--- src/rtl/tlbx_pkg.sv ---
package tlbx_pkg;
  localparam int VA_W   = 48;
  localparam int PA_W   = 44;
  localparam int ASID_W = 8;
  localparam int PERM_W = 3;
  localparam int OFS_W  = 12;
  localparam int MID_W  = 9;   // extra offset bits of a 2 MB page
  localparam int BIG_W  = 18;  // extra offset bits of a 1 GB page
  localparam int VPN_W  = VA_W - OFS_W;
  localparam int PFN_W  = PA_W - OFS_W;

  localparam logic [1:0] SZ_4K = 2'd0;
  localparam logic [1:0] SZ_2M = 2'd1;
  localparam logic [1:0] SZ_1G = 2'd2;

  typedef struct packed {
    logic              valid;
    logic [ASID_W-1:0] asid;
    logic [1:0]        size;
    logic [VPN_W-1:0]  vpn;
    logic [PFN_W-1:0]  pfn;
    logic [PERM_W-1:0] perm;
  } tlb_ent_t;

  // page-number bits that take part in the compare
  function automatic logic [VPN_W-1:0] page_mask(input logic [1:0] sz);
    logic [VPN_W-1:0] m;
    m = '1;
    if (sz == SZ_2M) m[MID_W-1:0] = '0;
    if (sz == SZ_1G) m[BIG_W-1:0] = '0;
    return m;
  endfunction

  // physical address bits passed through from the request
  function automatic logic [PA_W-1:0] ofs_mask(input logic [1:0] sz);
    logic [PA_W-1:0] m;
    m = '0;
    m[OFS_W-1:0] = '1;
    if (sz == SZ_2M) m[OFS_W+MID_W-1:0] = '1;
    if (sz == SZ_1G) m[OFS_W+BIG_W-1:0] = '1;
    return m;
  endfunction
endpackage

--- src/rtl/tlbx_match.sv ---
module tlbx_match
  import tlbx_pkg::*;
#(
  parameter int DEPTH = 16
) (
  input  tlb_ent_t          ents [DEPTH],
  input  logic [VPN_W-1:0]  vpn,
  input  logic [ASID_W-1:0] asid,
  input  logic              size_chk,
  input  logic [1:0]        size,
  output logic [DEPTH-1:0]  hits
);
  for (genvar g = 0; g < DEPTH; g++) begin : g_cmp
    assign hits[g] = ents[g].valid && (ents[g].asid == asid) &&
                     (((ents[g].vpn ^ vpn) & page_mask(ents[g].size)) == '0) &&
                     (!size_chk || (ents[g].size == size));
  end
endmodule

--- src/rtl/tlbx_pick.sv ---
module tlbx_pick #(
  parameter int DEPTH = 16
) (
  input  logic [DEPTH-1:0]                               vec,
  output logic                                           any,
  output logic [((DEPTH > 1) ? $clog2(DEPTH) : 1)-1:0]   idx
);
  localparam int IDX_W = (DEPTH > 1) ? $clog2(DEPTH) : 1;

  // lowest set index wins
  always_comb begin
    idx = '0;
    for (int i = DEPTH - 1; i >= 0; i--) begin
      if (vec[i]) idx = IDX_W'(i);
    end
  end
  assign any = |vec;
endmodule

--- src/rtl/tlbx_top.sv ---
module tlbx_top
  import tlbx_pkg::*;
#(
  parameter int DEPTH = 16
) (
  input  logic              clk,
  input  logic              rst_n,
  input  logic [ASID_W-1:0] cur_asid,
  input  logic              req_valid,
  output logic              req_ready,
  input  logic [VA_W-1:0]   req_va,
  input  logic [1:0]        req_acc,
  output logic              rsp_valid,
  input  logic              rsp_ready,
  output logic              rsp_hit,
  output logic              rsp_fault,
  output logic              rsp_multi,
  output logic [PA_W-1:0]   rsp_pa,
  output logic [PERM_W-1:0] rsp_perm,
  input  logic              fill_en,
  input  logic [VPN_W-1:0]  fill_vpn,
  input  logic [ASID_W-1:0] fill_asid,
  input  logic [1:0]        fill_size,
  input  logic [PFN_W-1:0]  fill_pfn,
  input  logic [PERM_W-1:0] fill_perm,
  input  logic              inv_en,
  input  logic [VPN_W-1:0]  inv_vpn,
  input  logic [ASID_W-1:0] inv_asid,
  input  logic              flush
);
  localparam int IDX_W = (DEPTH > 1) ? $clog2(DEPTH) : 1;

  tlb_ent_t         ents [DEPTH];
  logic [IDX_W-1:0] rr;

  logic [DEPTH-1:0] lk_hits, inv_hits, dup_hits, free_vec;
  logic             lk_any, dup_any, free_any, lk_multi;
  logic [IDX_W-1:0] lk_idx, dup_idx, free_idx, fill_slot;
  logic [VPN_W-1:0] req_vpn;
  logic [1:0]       fill_sz_n;
  logic [PA_W-1:0]  omask, lk_pa;
  logic             perm_ok, accept;
  tlb_ent_t         new_ent;

  assign req_vpn   = req_va[VA_W-1:OFS_W];
  assign fill_sz_n = (fill_size == 2'd3) ? SZ_4K : fill_size;

  for (genvar g = 0; g < DEPTH; g++) begin : g_free
    assign free_vec[g] = !ents[g].valid;
  end

  tlbx_match #(.DEPTH(DEPTH)) u_lk_cmp (
    .ents(ents), .vpn(req_vpn), .asid(cur_asid),
    .size_chk(1'b0), .size(SZ_4K), .hits(lk_hits));
  tlbx_match #(.DEPTH(DEPTH)) u_inv_cmp (
    .ents(ents), .vpn(inv_vpn), .asid(inv_asid),
    .size_chk(1'b0), .size(SZ_4K), .hits(inv_hits));
  tlbx_match #(.DEPTH(DEPTH)) u_dup_cmp (
    .ents(ents), .vpn(fill_vpn), .asid(fill_asid),
    .size_chk(1'b1), .size(fill_sz_n), .hits(dup_hits));

  tlbx_pick #(.DEPTH(DEPTH)) u_lk_pick   (.vec(lk_hits),  .any(lk_any),   .idx(lk_idx));
  tlbx_pick #(.DEPTH(DEPTH)) u_dup_pick  (.vec(dup_hits), .any(dup_any),  .idx(dup_idx));
  tlbx_pick #(.DEPTH(DEPTH)) u_free_pick (.vec(free_vec), .any(free_any), .idx(free_idx));

  assign lk_multi = (lk_hits & (lk_hits - 1'b1)) != '0;

  // physical address: frame bits above the page offset, request bits below
  assign omask = ofs_mask(ents[lk_idx].size);
  assign lk_pa = ({ents[lk_idx].pfn, {OFS_W{1'b0}}} & ~omask) |
                 (req_va[PA_W-1:0] & omask);

  always_comb begin
    case (req_acc)
      2'd1:    perm_ok = ents[lk_idx].perm[1];
      2'd2:    perm_ok = ents[lk_idx].perm[2];
      default: perm_ok = ents[lk_idx].perm[0];
    endcase
  end

  assign fill_slot = dup_any ? dup_idx : (free_any ? free_idx : rr);
  assign new_ent   = '{valid: 1'b1, asid: fill_asid, size: fill_sz_n,
                       vpn: fill_vpn, pfn: fill_pfn, perm: fill_perm};

  assign req_ready = !rsp_valid || rsp_ready;
  assign accept    = req_valid && req_ready;

  // entry store: flush beats invalidate, fill is applied last
  always_ff @(posedge clk or negedge rst_n) begin
    if (!rst_n) begin
      for (int i = 0; i < DEPTH; i++) ents[i] <= '0;
      rr <= '0;
    end else if (flush) begin
      for (int i = 0; i < DEPTH; i++) ents[i].valid <= 1'b0;
    end else begin
      for (int i = 0; i < DEPTH; i++) begin
        if (inv_en && inv_hits[i]) ents[i].valid <= 1'b0;
      end
      if (fill_en) begin
        ents[fill_slot] <= new_ent;
        if (!dup_any && !free_any)
          rr <= (rr == IDX_W'(DEPTH - 1)) ? '0 : rr + 1'b1;
      end
    end
  end

  // response register
  always_ff @(posedge clk or negedge rst_n) begin
    if (!rst_n) begin
      rsp_valid <= 1'b0;
      rsp_hit   <= 1'b0;
      rsp_fault <= 1'b0;
      rsp_multi <= 1'b0;
      rsp_pa    <= '0;
      rsp_perm  <= '0;
    end else if (accept) begin
      rsp_valid <= 1'b1;
      rsp_hit   <= lk_any;
      rsp_fault <= lk_any && !perm_ok;
      rsp_multi <= lk_multi;
      rsp_pa    <= lk_any ? lk_pa : '0;
      rsp_perm  <= lk_any ? ents[lk_idx].perm : '0;
    end else if (rsp_ready) begin
      rsp_valid <= 1'b0;
    end
  end
endmodule

--- config.mk ---
export PLATFORM = sky130hd
export DESIGN_NAME = tlbx_top
export DESIGN_NICKNAME = d
export VERILOG_FILES = /design/src/rtl/tlbx_pkg.sv /design/src/rtl/tlbx_match.sv /design/src/rtl/tlbx_pick.sv /design/src/rtl/tlbx_top.sv
export SDC_FILE = /design/constraint.sdc
export NUM_CORES = 2
export LEC_CHECK = 0
export BUFFER_PORTS_ARGS = -buffer_cell sky130_fd_sc_hd__buf_2
export CAP_MARGIN = 20
export CORE_MARGIN = 2
export CORE_UTILIZATION = 58
export DETAILED_ROUTE_END_ITERATION = 10
export PLACE_DENSITY_LB_ADDON = 0.05
export SLEW_MARGIN = 20
export SYNTH_ARGS = -nofsm -noshare
export SYNTH_HDL_FRONTEND = slang
export SYNTH_SLANG_ARGS = --single-unit
--- constraint.sdc ---
create_clock -name clk -period 5.16 [get_ports clk]
set_input_delay 0.258 -clock clk [delete_from_list [all_inputs] [get_ports clk]]
set_output_delay 0.258 -clock clk [all_outputs]
set_load 0.005 [all_outputs]
==> metrics <==
Port Buf Inserts=241; Syn Nets=7917; final worst slack=0.0120 ns; maximum VDD drop=0.345 mV; WL per Instance=34.0 um; H-Tree Depth=4; Die Width=392 um; Final setup violation count=0; Final ANT Viol Nets=0; number of antenna violations at the first check in global routing=19; routed vias=68470; WS Path Type=reg2reg; relative slew slack=11.1%; Yosys top cell area share=39.2%; drt drc=0; Crit path arrival time=5.83 ns; Crit path largest cell delay=0.49 ns; fin. max-slew vios=0; DIE AREA=154000 um2; Starting Density=58.3%; vias in the first global route=68014; dpl ws=-0.741 ns; DR iter-0 viols=7681; largest net degree at the start of global routing=171; Post-synth top cells=1425 x xnor2_1, 1367 x dfrtp_1, 692 x xor2_1; status=finished clean; I/O Pins=242; Pwr Density=291 nW/um2; f_max=194 MHz; Crit-path slowest cell=dfrtp_1; syn avg cell area=11.3 um2; max cap viols=0; Post-synth EDFFs=0; Synth area leader=dfrtp_1; synthesized cell area=87400 um2; worst-path cell chain=ha_1 > o2bb2ai_2 > nor4_1 > buf_4 > nand4_1 > a221oi_1 > o21bai_1 > a31o_2 > a21oi_2 > buf_4 > nand2_1 > a311o_1 > a31oi_1 > ha_1 > clkinvlp_4 > a32oi_2 > o21ai_1; Buf/Inv on CP=3; Post-synth ARST share=100%; TritonCTS buffer count=156; area grow syn2layout=14.9%; layout cells sized above 1=25.9%; fin area=100000 um2; Max Fanout on Critical Path=9; Final period util=99.8%; Clk Latency, worst-skew pair=0.83 ns; leakage=0.0453 uW; Die Ht=392 um; final core occ=67.0%; drt total wl=351000 um; cell family with most CP delay=compound AO/OA/AOI/OAI gates; top_reg_cell synth=dfrtp_1; final hold viol count=0; top-count cell post-synth=xnor2_1; Clock Tree Root=clkbuf_16; total negative slack=0 ns; routability cong.=1.13; register clock-pin slew on the reported worst setup and hold paths=0.06 ns; vias per inst=6.62; Max clock buf depth=3; Unique masters post-synth=81; synthesis-stage register bit count=1367; RSZ-0062 raised after global routing=no; worst path required time=5.84 ns; synth top area cells=dfrtp_1 39%, xnor2_1 14%, mux2_2 8.0%, xor2_1 6.9%, mux2_1 6.0%; Worst Skew=0.0561 ns; placed inst area=94300 um2; NumNets Final=8401; Rows=142; drt pass-1 iters=6; grt total ovfl=0; Syn Inst Count=7707; DP HPWL=244000 um; TritonCTS clock tree=built; number of synthesis warnings=0; Tot GR Track Use=45.5%; critical path launch point type=register; CTS Sinks=1367; Crit. End Element=register; register area share after synthesis=39.2%; Period minus WS final=5.15 ns; Core Area=150000 um2; Hold Crit Class=in2async; first-pass GRT wire length=500000 um; Worst-Margin Slew=1.33 ns
==> kinds of logic (layout without fill, tap and decap cells) <==
family,Yosys count,count (layout),share of synthesized area [%]
buffers and inverters,681,1288,4.39
AO/OA/AOI/OAI,505,505,4.14
flip-flops,1367,1367,39.2
adder cells (fa/ha/maj),22,22,0.309
other,0,10,0
multiplexers,1586,1586,21.5
XOR/XNOR,2117,2117,21.2
AND/OR/NAND/NOR,1429,1429,9.27
==> stage by stage <==
| stage | instances | hold WS [ns] | power [uW] |
|---|---|---|---|
| detailed placement | 9987 | 0.309 | 17600 |
| floorplan | 7707 | -0.0376 | 15500 |
| finish | 10340 | 0.0588 | 29200 |
| global route | 10331 | 0.0225 | 30100 |
| global placement | 9987 | 0.314 | 17500 |
| CTS | 10329 | 0.0144 | 29100 |
==> cells in the final DEF (no fill, tap or decap), types with 57 or more instances in the layout <==
cell	count
nand2_1	185
mux2_4	311
nand3_1	116
dlygate4sd3_1	61
mux2i_1	190
mux2_2	617
o21ai_0	60
xnor2_1	1425
nor2_1	116
nor4_1	210
buf_4	528
buf_12	141
xor2_1	692
a21oi_1	57
dfrtp_1	1367
clkbuf_16	156
nand4_1	511
mux2_1	468
nor3_1	108
buf_2	240
==> path summary, 6_finish.rpt <==
check                                   from         end  slack (ns)  depth (start not counted)
min in group clk                fill_vpn[11]    register        0.06                          2
max in group asynchronous              rst_n   async pin        3.47                          3
worst min register to register      register    register        0.48                          1
worst max register to register      register  rsp_pa[12]        0.01                         17
worst max-delay path                register  rsp_pa[12]        0.01                         17
worst min-delay path                   rst_n   async pin        0.06                          2
==> layer usage <==
metal	wire (um)	global-route usage (%)	vias to the layer above
met3	39800	13.9	1297
met2	147000	65.6	4049
met1	135000	58.3	34777
met4	29700	31.3	4
li1	-	-	28343
met5	27	0	-
==> what timing repair did <==
item	CTS	global route
hold buffers	61	0
pin swaps	0	0
hold endpoints to repair	687	0
gates resized for setup	6	7
buffers inserted	0	0
endpoints found under the setup margin	1048	18
==> where the power goes <==
group	switching (uW)	internal (uW)	leakage (uW)
clock network	4960	6580	0.00262
logic	3050	2310	0.0241
registers	901	11400	0.0186
==> final cells by class <==
type | instances | area, um2
Clock inverter | 66 | 832
Timing Repair Buffer | 971 | 8610
Inverter | 36 | 139
Fill cell | 11573 | 49400
Antenna cell | 10 | 25.0
Tap cell | 2016 | 2520
Clock buffer | 215 | 4500
Multi-Input combinational cell | 5659 | 49500
Sequential cell | 1367 | 34200
==> worst register-to-register path, stage by stage, from the launching register on <==
cell and delay (ns):
dfrtp_1 0.49, ha_1 0.41, o2bb2ai_2 0.24, nor4_1 0.37, buf_4 0.19, nand4_1 0.26, a221oi_1 0.35, o21bai_1 0.16
a31o_2 0.32, a21oi_2 0.36, buf_4 0.20, nand2_1 0.05, a311o_1 0.32, a31oi_1 0.20, ha_1 0.34, clkinvlp_4 0.28
a32oi_2 0.40, o21ai_1 0.11
Note: power is estimated with default switching activity, not from simulation.
